$ cat src/rtl/lsm_pkg.sv
package lsm_pkg;

   typedef enum logic [1:0] {
      ST_IDLE = 2'd0,
      ST_MOVE = 2'd1,
      ST_FIN  = 2'd2
   } lsm_state_e;

endpackage

$ cat src/rtl/lsm_pick.sv
// Chooses the next register from the remaining selection mask:
// lowest set bit for ascending walks, highest for descending walks.
module lsm_pick #(
   parameter int NREG = 16,
   parameter int IW   = 4
) (
   input  logic [NREG-1:0] mask,
   input  logic            hi_first,
   output logic [IW-1:0]   idx
);

   if (NREG < 2) begin : g_bad_nreg
      $error("lsm_pick: NREG must be at least 2");
   end
   if ((1 << IW) < NREG) begin : g_bad_iw
      $error("lsm_pick: IW too narrow for NREG");
   end

   logic [IW-1:0] lo_idx;
   logic [IW-1:0] hi_idx;

   always_comb begin
      lo_idx = '0;
      for (int i = NREG - 1; i >= 0; i--) begin
         if (mask[i]) lo_idx = IW'(i);
      end
   end

   always_comb begin
      hi_idx = '0;
      for (int i = 0; i < NREG; i++) begin
         if (mask[i]) hi_idx = IW'(i);
      end
   end

   assign idx = hi_first ? hi_idx : lo_idx;

endmodule

$ cat src/rtl/lsm_addr.sv
// Address pointer: holds the running block pointer. Ascending walks
// access at the pointer, descending walks one word below it.
module lsm_addr #(
   parameter int AW   = 32,
   parameter int STEP = 4
) (
   input  logic          clk,
   input  logic          rst_n,
   input  logic          load,
   input  logic          down,
   input  logic          advance,
   input  logic [AW-1:0] base,
   output logic [AW-1:0] ptr,
   output logic [AW-1:0] acc
);

   localparam logic [AW-1:0] STEP_V = AW'(STEP);

   if (STEP < 1 || (STEP & (STEP - 1)) != 0) begin : g_bad_step
      $error("lsm_addr: STEP must be a power of two");
   end

   logic [AW-1:0] ptr_q;

   always_ff @(posedge clk or negedge rst_n) begin
      if (!rst_n) begin
         ptr_q <= '0;
      end else if (load) begin
         ptr_q <= base;
      end else if (advance) begin
         ptr_q <= down ? (ptr_q - STEP_V) : (ptr_q + STEP_V);
      end
   end

   assign ptr = ptr_q;
   assign acc = down ? (ptr_q - STEP_V) : ptr_q;


   step_dir_chk: assert property (@(posedge clk) disable iff (!rst_n)
      (advance && !load && !down) |=> (ptr == $past(ptr) + STEP_V));

endmodule

$ cat src/rtl/lsm_ctrl.sv
// Control sequencer: accepts a request when idle, steps through the
// selection mask on each answered access, then signals completion.
module lsm_ctrl
   import lsm_pkg::*;
#(
   parameter int NREG = 16,
   parameter int IW   = 4
) (
   input  logic            clk,
   input  logic            rst_n,
   input  logic            start,
   input  logic            is_load_in,
   input  logic            wb_in,
   input  logic [NREG-1:0] mask_in,
   input  logic            mem_ready,
   input  logic [IW-1:0]   pick_idx,
   output logic [NREG-1:0] mask_q,
   output logic            ld_q,
   output logic            wb_q,
   output logic            in_move,
   output logic            in_fin,
   output logic            ptr_load,
   output logic            advance
);

   lsm_state_e      state_q;
   logic [NREG-1:0] clr;
   logic [NREG-1:0] rest;

   for (genvar g = 0; g < NREG; g++) begin : g_clr
      assign clr[g] = (pick_idx == IW'(g));
   end

   assign rest     = mask_q & ~clr;
   assign in_move  = (state_q == ST_MOVE);
   assign in_fin   = (state_q == ST_FIN);
   assign ptr_load = (state_q == ST_IDLE) && start;
   assign advance  = in_move && mem_ready;

   always_ff @(posedge clk or negedge rst_n) begin
      if (!rst_n) begin
         state_q <= ST_IDLE;
         mask_q  <= '0;
         ld_q    <= 1'b0;
         wb_q    <= 1'b0;
      end else begin
         unique case (state_q)
            ST_IDLE: begin
               if (start) begin
                  mask_q  <= mask_in;
                  ld_q    <= is_load_in;
                  wb_q    <= wb_in;
                  state_q <= (|mask_in) ? ST_MOVE : ST_FIN;
               end
            end
            ST_MOVE: begin
               if (mem_ready) begin
                  mask_q <= rest;
                  if (rest == '0) state_q <= ST_FIN;
               end
            end
            ST_FIN: begin
               state_q <= ST_IDLE;
            end
            default: state_q <= ST_IDLE;
         endcase
      end
   end


   pick_hit_chk: assert property (@(posedge clk) disable iff (!rst_n)
      in_move |-> mask_q[pick_idx]);


   stall_hold_chk: assert property (@(posedge clk) disable iff (!rst_n)
      (in_move && !mem_ready) |=> (in_move && $stable(mask_q)));


   empty_skip_chk: assert property (@(posedge clk) disable iff (!rst_n)
      (state_q == ST_IDLE && start && mask_in == '0) |=> in_fin);


   fin_single_chk: assert property (@(posedge clk) disable iff (!rst_n)
      in_fin |=> !in_fin && !in_move);


   busy_refuse_chk: assert property (@(posedge clk) disable iff (!rst_n)
      (in_move && start && !mem_ready) |=> $stable(ld_q) && $stable(wb_q));

endmodule

$ cat src/rtl/lsm_seq.sv
module lsm_seq #(
   parameter int AW   = 32,
   parameter int DW   = 32,
   parameter int NREG = 16,
   parameter int WORD_BYTES = 4,
   localparam int IW  = $clog2(NREG)
) (
   input  logic            clk,
   input  logic            rst_n,
   input  logic            start,
   input  logic            is_load,
   input  logic            wb_en,
   input  logic [AW-1:0]   base_in,
   input  logic [NREG-1:0] mask_in,
   output logic            mem_req,
   output logic            mem_we,
   output logic [AW-1:0]   mem_addr,
   output logic [DW-1:0]   mem_wdata,
   input  logic            mem_ready,
   input  logic [DW-1:0]   mem_rdata,
   output logic [IW-1:0]   rf_raddr,
   input  logic [DW-1:0]   rf_rdata,
   output logic            rf_we,
   output logic [IW-1:0]   rf_waddr,
   output logic [DW-1:0]   rf_wdata,
   output logic            base_we,
   output logic [AW-1:0]   base_out,
   output logic            busy,
   output logic            done
);

   if (AW < 8) begin : g_bad_aw
      $error("lsm_seq: AW must be at least 8");
   end
   if (DW < 8) begin : g_bad_dw
      $error("lsm_seq: DW must be at least 8");
   end

   logic [NREG-1:0] mask_q;
   logic            ld_q;
   logic            wb_q;
   logic            in_move;
   logic            in_fin;
   logic            ptr_load;
   logic            advance;
   logic [IW-1:0]   pick_idx;
   logic [AW-1:0]   ptr;
   logic [AW-1:0]   acc;

   lsm_pick #(.NREG(NREG), .IW(IW)) u_pick (
      .mask     (mask_q),
      .hi_first (ld_q),
      .idx      (pick_idx)
   );

   lsm_ctrl #(.NREG(NREG), .IW(IW)) u_ctrl (
      .clk        (clk),
      .rst_n      (rst_n),
      .start      (start),
      .is_load_in (is_load),
      .wb_in      (wb_en),
      .mask_in    (mask_in),
      .mem_ready  (mem_ready),
      .pick_idx   (pick_idx),
      .mask_q     (mask_q),
      .ld_q       (ld_q),
      .wb_q       (wb_q),
      .in_move    (in_move),
      .in_fin     (in_fin),
      .ptr_load   (ptr_load),
      .advance    (advance)
   );

   lsm_addr #(.AW(AW), .STEP(WORD_BYTES)) u_addr (
      .clk     (clk),
      .rst_n   (rst_n),
      .load    (ptr_load),
      .down    (ld_q),
      .advance (advance),
      .base    (base_in),
      .ptr     (ptr),
      .acc     (acc)
   );

   assign mem_req   = in_move;
   assign mem_we    = in_move && !ld_q;
   assign mem_addr  = acc;
   assign mem_wdata = rf_rdata;
   assign rf_raddr  = pick_idx;
   assign rf_we     = in_move && ld_q && mem_ready;
   assign rf_waddr  = pick_idx;
   assign rf_wdata  = mem_rdata;
   assign busy      = in_move || in_fin;
   assign done      = in_fin;
   assign base_we   = in_fin && wb_q;
   assign base_out  = ptr;


   req_hold_chk: assert property (@(posedge clk) disable iff (!rst_n)
      (mem_req && !mem_ready) |=> (mem_req && $stable(mem_addr) && $stable(mem_we)));


   rf_write_chk: assert property (@(posedge clk) disable iff (!rst_n)
      rf_we |-> (mem_req && mem_ready && !mem_we));


   base_done_chk: assert property (@(posedge clk) disable iff (!rst_n)
      base_we |-> done);


   req_busy_chk: assert property (@(posedge clk) disable iff (!rst_n)
      (mem_req || done) |-> busy);

endmodule

$ cat config.mk
export PLATFORM = sky130hd
export DESIGN_NAME = lsm_seq
export DESIGN_NICKNAME = d
export VERILOG_FILES = /design/src/rtl/lsm_pkg.sv /design/src/rtl/lsm_pick.sv /design/src/rtl/lsm_addr.sv /design/src/rtl/lsm_ctrl.sv /design/src/rtl/lsm_seq.sv
export SDC_FILE = /design/constraint.sdc
export NUM_CORES = 1
export LEC_CHECK = 0
export ABC_AREA = 1
export BUFFER_PORTS_ARGS = -buffer_cell sky130_fd_sc_hd__buf_2
export CAP_MARGIN = 20
export CORE_MARGIN = 1.5
export CORE_UTILIZATION = 45
export CTS_CLUSTER_DIAMETER = 100
export DETAILED_ROUTE_END_ITERATION = 10
export PLACE_DENSITY_LB_ADDON = 0.2
export RECOVER_POWER = 50
export SKIP_CTS_REPAIR_TIMING = 1
export SLEW_MARGIN = 20
export SYNTH_ARGS = -nofsm -noshare
export SYNTH_HDL_FRONTEND = slang
export SYNTH_HIERARCHICAL = 1
export SYNTH_SLANG_ARGS = --single-unit
$ cat constraint.sdc
create_clock -name clk -period 2.05 [get_ports clk]
set_clock_uncertainty 0.15 [all_clocks]
set_input_delay 0.41 -clock clk [delete_from_list [all_inputs] [get_ports clk]]
set_output_delay 0.41 -clock clk [all_outputs]
set_load 0.1 [all_outputs]
==> results of run 1 <==
==> sequential cells by signal (all words and copies together) (netlist names) <==
signal          cells
u_addr/ptr         32
u_ctrl/mask_q      16
u_ctrl/wb_q         1
u_ctrl/state_q      2
u_ctrl/ld_q         1
==> synthesized netlist by cell type (4+ instances only) <==
cell	count	area (sq um)
a21oi_1	22	110
inv_1	88	330
buf_2	12	60.1
a31o_2	8	70.1
dfrtp_1	52	1300
a22oi_1	11	82.6
xor2_1	6	52.6
nand2_1	294	1100
o21ai_0	79	395
nor2_2	13	81.3
nor2_1	129	484
clkbuf_1	15	56.3
nand2_2	9	56.3
buf_4	76	571
o21ai_1	7	35.0
nor2_4	12	135
o211ai_1	5	37.5
nand4_1	10	62.6
clkbuf_8	4	55.1
nand2_4	8	90.1
o21ai_2	6	52.6
a31o_1	6	52.6
nand3_1	82	410
==> layout make-up <==
cell class	instances	area (sq um)	area share, %
Timing Repair Buffer	333	3070	30.7
Tap cell	172	215	2.15
Multi-Input combinational cell	729	4770	47.7
Inverter	90	363	3.63
Clock buffer	7	153	1.53
Sequential cell	52	1400	14.0
Clock inverter	1	30.0	0.300
==> metrics by stage <==
| step | hold WS (ns) | utilization (%) |
|---|---|---|
| finish | 0.143 | 78.2 |
| global route | 0.159 | 78.2 |
| CTS | -0.117 | 69.5 |
| detailed placement | 0.218 | 68.1 |
| global placement | 0.222 | 68.1 |
| floorplan | -0.0356 | - |
==> logic make-up after synthesis <==
| group | Yosys count | synth area share, % |
|---|---|---|
| buffers and inverters | 201 | 18.8 |
| adder cells (fa/ha/maj) | 2 | 0.421 |
| AND/OR/NAND/NOR | 568 | 42.7 |
| AO/OA/AOI/OAI | 152 | 15.1 |
| XOR/XNOR | 7 | 1.03 |
| flip-flops | 52 | 21.9 |
==> final timing paths <==
path | start | end | cells after the start | slack [ns]
setup / recovery | u_addr/ptr[20] | mem_addr[24] | 8 | -0.61
hold / removal | wb_en | u_ctrl/wb_q | 3 | 0.14
setup reg to reg | u_ctrl/mask_q[2] | u_ctrl/state_q[1] | 27 | -0.52
hold reg to reg | u_ctrl/wb_q | u_ctrl/wb_q | 2 | 0.34
max in group asynchronous | rst_n | u_addr/ptr[21] | 3 | 0.17
min in group asynchronous | rst_n | u_addr/ptr[10] | 2 | 0.63
==> worst register-to-register path: cells and delay by family, from the launching register on <==
family | cells | cell delay (ns)
buffers and inverters | 4 | 0.31
and+or+nand+nor | 21 | 1.33
AOI/OAI and AO/OA | 2 | 0.32
DFF | 1 | 0.37
==> metal layers <==
layer | share of wire, % | global-route usage (%) | up-vias
met5 | 0 | 0 | -
met1 | 40 | 40.6 | 3581
met2 | 47 | 48.4 | 497
li1 | - | - | 3539
met4 | 4.7 | 9.38 | 0
met3 | 8.8 | 6.49 | 141
==> impl_metrics.env, run 1 <==
export IMPL_status="complete, but fails checks"
export IMPL_violations="setup timing"
export IMPL_syn_to_final_growth_pct=68.2
export IMPL_crit_fanout=4
export IMPL_ys_types=43
export IMPL_place_ws_ns=-0.442
export IMPL_critPathTopFamily="simple AND/OR/NAND/NOR gates"
export IMPL_grt_overflow=0
export IMPL_cap_violations=0
export IMPL_layout_drive_gt1_share_pct=52.4
export IMPL_critical_path_class="register to primary output"
export IMPL_cpMaxStageDelayCell="dfrtp_4"
export IMPL_syn_area_sq_um=5940
export IMPL_worstPathCellList="nor2_1 > nand2_1 > nor2_1 > nand3_1 > xor2_1 > nand2_1 > o21ai_4 > buf_12"
export IMPL_grt_pass1_wl_mm=34.0
export IMPL_cp_num_buf_inv=1
export IMPL_syn_area_per_cell_sq_um=6.05
export IMPL_antenna_found_initial=0
export IMPL_routed_via_density=5.61
export IMPL_crit_path_end_kind="primary output"
export IMPL_final_cell_mix="nand2_1 (244), buf_4 (163), nor2_1 (89)"
export IMPL_num_vias=7758
export IMPL_relSlewSlack_pct=32.0
export IMPL_dp_cells=1323
export IMPL_drt_wl_total_mm=25.1
export IMPL_setup_viol=66
export IMPL_grt_max_degree=39
export IMPL_ys_flop_type="dfrtp_1"
export IMPL_fp_dieH_microns=118
export IMPL_yosysWarnings=6
export IMPL_fin_crit_sh_pct=130
export IMPL_htreeDepth=2
export IMPL_die_area_sq_um=13900
export IMPL_postSynthCellCount=982
export IMPL_crit_required_ns=1.49
export IMPL_drtIter0Drc=842
export IMPL_dp_hpwl_mm=16.2
export IMPL_clk_latency_ns=0.32
export IMPL_arrival_ns=2.10
export IMPL_coreArea_sq_um=12800
export IMPL_rsz0062_at_grt="yes"
export IMPL_fin_setup_tns_ns=-23.09
export IMPL_cp_start_kind="register"
export IMPL_synth_edf_count=0
export IMPL_synth_nets=1102
export IMPL_chipWidth_microns=118
export IMPL_fill_cells=852
export IMPL_final_common_cell="nand2_1"
export IMPL_async_reset_ff_share_pct=100
export IMPL_worstMarginPinSlew_ns=1.02
export IMPL_n_antenna_cell=0
export IMPL_seq_area_frac_synth_pct=21.9
export IMPL_slew_violations=0
export IMPL_numClockSinks=52
export IMPL_fin_cells=1384
export IMPL_grtUsageTotal_pct=30.2
export IMPL_pin_count=260
export IMPL_grt_pass1_vias=6974
export IMPL_cts_buffers=5
export IMPL_placedInstanceArea_sq_um=8700
export IMPL_period_needed_ns=2.66
export IMPL_post_route_drc_count=0
export IMPL_clk_pin_slew_worst_paths_ns=0.08
export IMPL_cp_slowest_stage_delay_ns=0.52
export IMPL_cts_buffer_depth=2
export IMPL_dr_pass1_iters=6
export IMPL_hold_class="input pin to register"
export IMPL_postLayoutCellArea_sq_um=9990
export IMPL_ys_ff_latch=52
export IMPL_floorplan_initialDensity_pct=46.5
export IMPL_fin_nets=1331
export IMPL_gp_congestion=0.934
export IMPL_timing_final_ws_setup_ns=-0.613
export IMPL_rows=41
export IMPL_drtAntennaViolNets=0
export IMPL_cts_root_buffer="clkbuf_16"
export IMPL_io_buffers=131
export IMPL_avgRoutedWirePerCell_microns=18.2
export IMPL_hold_viol_final=0
export IMPL_cts_tree="yes"
export IMPL_clock_fmax_ghz=0.376
Power of run 1 is not shown: default switching activity piles up to over one toggle a cycle in this logic, so the estimate is an artifact.
==> inputs of run 2 (changes only) <==
ABC_AREA = default   (was 1)
CORE_UTILIZATION = 42   (was 45)
==> run 2 against run 1 <==
Compared with the run above: the flow still finishes with violations (setup timing); non-clock buffer count increased by 22; hold slack improved by 0.015 ns; global-route usage increased by 2.4 points; cell count decreased by 26%; synthesized area decreased by 15%; sequential cell count unchanged; via count decreased by 20%; setup slack got worse by 0.37 ns; critical path depth increased by 1; sequential share of layout area increased by 0.33 points; largest cell class unchanged; highest routed layer unchanged.
==> impl_metrics.env, run 2 <==
export IMPL_crit_fanout=7
export IMPL_gp_congestion=1.03
export IMPL_synth_edf_count=0
export IMPL_violations="setup timing"
export IMPL_ys_types=74
export IMPL_grt_pass1_wl_mm=31.8
export IMPL_dp_cells=952
export IMPL_ys_flop_type="dfrtp_1"
export IMPL_layout_drive_gt1_share_pct=68.1
export IMPL_syn_to_final_growth_pct=93.5
export IMPL_rows=39
export IMPL_yosysTopAreaCellShare_pct=25.7
export IMPL_largest_register_ff_count=32
export IMPL_cp_slowest_stage_delay_ns=0.49
export IMPL_async_reset_ff_share_pct=100
export IMPL_cts_buffers=5
export IMPL_htreeDepth=2
export IMPL_final_common_cell="buf_4"
export IMPL_fin_crit_sh_pct=148
export IMPL_fp_dieH_microns=113
export IMPL_crit_required_ns=2.10
export IMPL_final_cell_mix="buf_4 (153), buf_2 (81), buf_6 (57)"
export IMPL_post_route_drc_count=0
export IMPL_cts_tree="yes"
export IMPL_clk_pin_slew_worst_paths_ns=0.09
export IMPL_synth_area_leaders="dfrtp_1 (26%), buf_4 (11%), xnor2_1 (5.4%), nand2_1 (4.5%), xor2_1 (4.3%)"
export IMPL_num_vias=6178
export IMPL_status="complete, but fails checks"
export IMPL_slew_violations=0
export IMPL_cpMaxStageDelayCell="or4bb_1"
export IMPL_dr_pass1_iters=5
export IMPL_rsz0062_at_grt="yes"
export IMPL_io_buffers=131
export IMPL_seq_area_frac_synth_pct=25.7
export IMPL_crit_path_end_kind="register"
export IMPL_synth_top_area_cell="dfrtp_1"
export IMPL_relSlewSlack_pct=24.7
export IMPL_hold_viol_final=0
export IMPL_grt_pass1_vias=5668
export IMPL_timing_final_ws_setup_ns=-0.984
export IMPL_setup_viol=83
export IMPL_grt_overflow=0
export IMPL_worstPathCellList="or3b_1 > o211ai_2 > a21oi_2 > o32ai_4 > or4bb_1 > a21oi_2 > o22ai_1 > or4_4 > a22o_1"
export IMPL_cap_violations=0
export IMPL_cts_root_buffer="clkbuf_16"
export IMPL_coreArea_sq_um=11600
export IMPL_clk_latency_ns=0.32
export IMPL_n_antenna_cell=0
export IMPL_cp_start_kind="register"
export IMPL_dp_hpwl_mm=16.9
export IMPL_synth_nets=746
export IMPL_drtAntennaViolNets=0
export IMPL_hold_class="input pin to register"
export IMPL_ys_ff_latch=52
export IMPL_cts_buffer_depth=2
export IMPL_floorplan_initialDensity_pct=43.7
export IMPL_period_needed_ns=3.03
export IMPL_yosysWarnings=6
export IMPL_critical_path_class="register to register"
export IMPL_yosys_top_cells_count="buf_4 (72), nand2_1 (60), dfrtp_1 (52)"
export IMPL_fin_cells=1022
export IMPL_syn_area_per_cell_sq_um=8.08
export IMPL_grt_max_degree=37
export IMPL_chipWidth_microns=113
export IMPL_holdWs_ns=0.158
export IMPL_die_area_sq_um=12700
export IMPL_clock_fmax_ghz=0.330
export IMPL_crit_top_cell="a21oi_2"
export IMPL_syn_area_sq_um=5060
export IMPL_postSynthCellCount=626
export IMPL_grtUsageTotal_pct=32.6
export IMPL_critPathTopFamily="simple AND/OR/NAND/NOR gates"
export IMPL_drtIter0Drc=440
export IMPL_fin_setup_tns_ns=-42.20
export IMPL_arrival_ns=3.08
export IMPL_fin_nets=998
export IMPL_cp_num_buf_inv=0
export IMPL_routed_via_density=6.05
export IMPL_avgRoutedWirePerCell_microns=23.6
export IMPL_numClockSinks=52
export IMPL_yosysMostFrequentCell="buf_4"
export IMPL_drt_wl_total_mm=24.2
export IMPL_pin_count=260
export IMPL_antenna_found_initial=0
export IMPL_worstMarginPinSlew_ns=1.13
-- run 2: cell types whose count changed after synthesis, sizes merged, moves of 14 or more --
cell and change:
mux2 +20, xor2 +19, o21ai -41, a22o +16, nand2 -250, nor3 +22, nor2 -116, inv -68
nor4 +29, xnor2 +30, a31o -14, nand3 -71
-- run 2: worst paths after layout --
path                                        start                 to  slack (ns)  cells after the start
worst min-delay path                  base_in[27]     u_addr/ptr[27]        0.16                      3
min in group asynchronous                   rst_n     u_addr/ptr[11]        0.68                      2
max in group asynchronous                   rst_n      u_addr/ptr[4]        0.26                      3
worst max register to register  u_ctrl/mask_q[14]  u_ctrl/state_q[0]       -0.98                      9
worst min register to register      u_addr/ptr[0]      u_addr/ptr[0]        0.39                      1
worst max-delay path            u_ctrl/mask_q[14]  u_ctrl/state_q[0]       -0.98                      9
-- run 2: layer usage --
metal	GRT usage (%)	vias up	part of all wire, %
met5	0	-	0
met4	13.7	0	5.2
met3	11.1	107	10
met2	56.6	429	50
met1	36.6	2986	35
li1	-	2656	-
-- run 2: cells by family (layout without fill, tap and decap cells) --
kind of cell / Yosys count / after routing / share of synthesized area, %
AND/OR/NAND/NOR: 244 / 244 / 27.8
XOR/XNOR: 56 / 56 / 9.70
multiplexers: 24 / 24 / 5.24
adder cells (fa/ha/maj): 2 / 2 / 0.495
flip-flops: 52 / 52 / 25.7
AO/OA/AOI/OAI: 116 / 116 / 15.4
buffers and inverters: 132 / 385 / 15.7
-- run 2: cell type report --
class	count	area, sq um
well taps	143	179
inverters	22	92.6
clock inverters	3	28.8
clock buffers	5	125
multi-input cells	442	4570
flip-flops and latches	52	1400
fillers	618	1770
repair buffers	355	3400
-- run 2: per-stage QoR --
step / worst slack (ns) / util, % / instance area, sq um
finish: -0.984 / 84.7 / 9790
detailed placement: -0.908 / 71.2 / 8230
floorplan: -1.42 / - / 6340
CTS: -0.973 / 72.5 / 8380
global route: -1.08 / 84.7 / 9790
global placement: -0.902 / 71.2 / 8230
-- run 2: tightest hold or removal path, stage by stage --
cell	delay, ns
buf_2	0.07
nand2_1	0.04
o21ai_1	0.06
Power of run 2 is left out for the same reason.
==> inputs of run 3 (changes only) <==
BUFFER_PORTS_ARGS = -buffer_cell sky130_fd_sc_hd__buf_4   (was -buffer_cell sky130_fd_sc_hd__buf_2)
==> run 3 against run 2 <==
Compared with the run above: the flow still finishes with violations (setup timing); via count hardly changed; cell count fell by 0.88%; critical path depth down 2; first-iteration DRC count is 11% higher; fmax decreased by 1.3%; clock-buffer cell count unchanged; wire length increased by 2.6%; die area unchanged; setup slack worse by 0.041 ns; register-to-register slack better by 0.02 ns; cell area is 1.9% lower; core utilization fell by 1.6 points.
==> impl_metrics.env, run 3 (synthesized netlist as in run 2, its figures left out) <==
export IMPL_hold_viol_final=0
export IMPL_grt_pass1_wl_mm=31.4
export IMPL_rows=39
export IMPL_layout_drive_gt1_share_pct=65.3
export IMPL_clock_fmax_ghz=0.325
export IMPL_gp_congestion=0.904
export IMPL_fin_setup_tns_ns=-42.68
export IMPL_worstMarginPinSlew_ns=0.884
export IMPL_clk_latency_ns=0.31
export IMPL_post_route_drc_count=0
export IMPL_slew_violations=0
export IMPL_cp_slowest_stage_delay_ns=0.50
export IMPL_drtAntennaViolNets=0
export IMPL_grt_max_degree=28
export IMPL_setup_viol=81
export IMPL_cpMaxStageDelayCell="dfrtp_4"
export IMPL_violations="setup timing"
export IMPL_regArea_sq_um=1400
export IMPL_fill_cells=628
export IMPL_n_antenna_cell=0
export IMPL_hold_class="input pin to register"
export IMPL_io_buffers=131
export IMPL_dp_hpwl_mm=16.7
export IMPL_cts_buffer_depth=2
export IMPL_routed_via_density=6.10
export IMPL_cts_buffers=5
export IMPL_timing_final_ws_setup_ns=-1.02
export IMPL_multiInputGateArea_sq_um=4380
export IMPL_crit_path_end_kind="primary output"
export IMPL_syn_to_final_growth_pct=89.9
export IMPL_pin_count=260
export IMPL_final_common_cell="buf_4"
export IMPL_chipWidth_microns=113
export IMPL_fin_nets=989
export IMPL_cts_tree="yes"
export IMPL_grtUsageTotal_pct=32.1
export IMPL_coreArea_sq_um=11600
export IMPL_htreeDepth=2
export IMPL_grt_pass1_vias=5569
export IMPL_place_ws_ns=-0.957
export IMPL_fp_dieH_microns=113
export IMPL_arrival_ns=2.51
export IMPL_floorplan_initialDensity_pct=43.7
export IMPL_final_cell_mix="buf_4 (240), buf_6 (52), nand2_1 (51)"
export IMPL_num_vias=6176
export IMPL_relSlewSlack_pct=41.1
export IMPL_status="complete, but fails checks"
export IMPL_drt_wl_total_mm=24.8
export IMPL_cp_start_kind="register"
export IMPL_numClockSinks=52
export IMPL_die_area_sq_um=12700
export IMPL_rsz0062_at_grt="yes"
export IMPL_clk_pin_slew_worst_paths_ns=0.08
export IMPL_avgRoutedWirePerCell_microns=24.5
export IMPL_grt_overflow=0
export IMPL_critical_path_class="register to primary output"
export IMPL_crit_required_ns=1.49
export IMPL_dr_pass1_iters=5
export IMPL_largest_register_ff_count=32
export IMPL_cap_violations=0
export IMPL_crit_fanout=4
export IMPL_drtIter0Drc=487
export IMPL_cts_root_buffer="clkbuf_16"
export IMPL_period_needed_ns=3.07
export IMPL_fin_crit_sh_pct=150
export IMPL_antenna_found_initial=0
export IMPL_worstPathCellList="nor4_4 > buf_4 > nand4_1 > nor4_4 > buf_4 > xor2_4 > buf_12"
run 3: cell count changes in the layout (fill, tap and decap cells not counted), sizes merged:
cell / change
inv: -2
clkinv: +2
clkbuf: -3
buf: -6
run 3: path summary, 6_finish.rpt:
check / startpoint / endpoint / slack [ns] / depth (start not counted)
min in group asynchronous: rst_n / u_addr/ptr[12] / 0.60 / 2
max in group asynchronous: rst_n / u_addr/ptr[3] / 0.46 / 3
worst min-delay path: base_in[24] / u_addr/ptr[24] / 0.17 / 3
worst max-delay path: u_addr/ptr[9] / mem_addr[23] / -1.02 / 7
worst max register to register: u_ctrl/mask_q[5] / u_ctrl/state_q[0] / -0.96 / 10
worst min register to register: u_ctrl/wb_q / u_ctrl/wb_q / 0.39 / 1
run 3: worst max-delay path, delay by kind of cell (launching register included):
kind / cells / cell delay (ns)
xor+xnor: 1 / 0.18
flops: 1 / 0.50
buf+inv: 3 / 0.62
simple gates: 3 / 0.89
run 3: stage by stage:
stage	hold WS, ns	utilization, %	instances	instance area [sq um]
after floorplan	-0.0356	-	626	6340
after global placement	0.235	68.8	962	7960
after detailed placement	0.232	68.8	962	7960
after CTS	-0.109	70.1	970	8110
after global routing	0.164	83.1	1013	9610
final	0.169	83.1	1013	9610
run 3: area by class of cell:
cell class              instances  share of cell area [%]
flip-flops and latches         52                    14.5
repair buffers                346                    35.5
multi-input cells             442                    45.6
inverters                      22                   0.964
clock buffers                   5                    1.30
clock inverters                 3                   0.234
well taps                     143                    1.86
run 3: per-layer routing:
metal  share of wire, %  track usage, %  up-vias
li1                   -               -     2648
met1                 35            37.3     3002
met2                 51            55.5      431
met3                 10            10.8       95
met4                4.5            11.1        0
met5                  0               0        -
Power of run 3 is left out for the same reason.
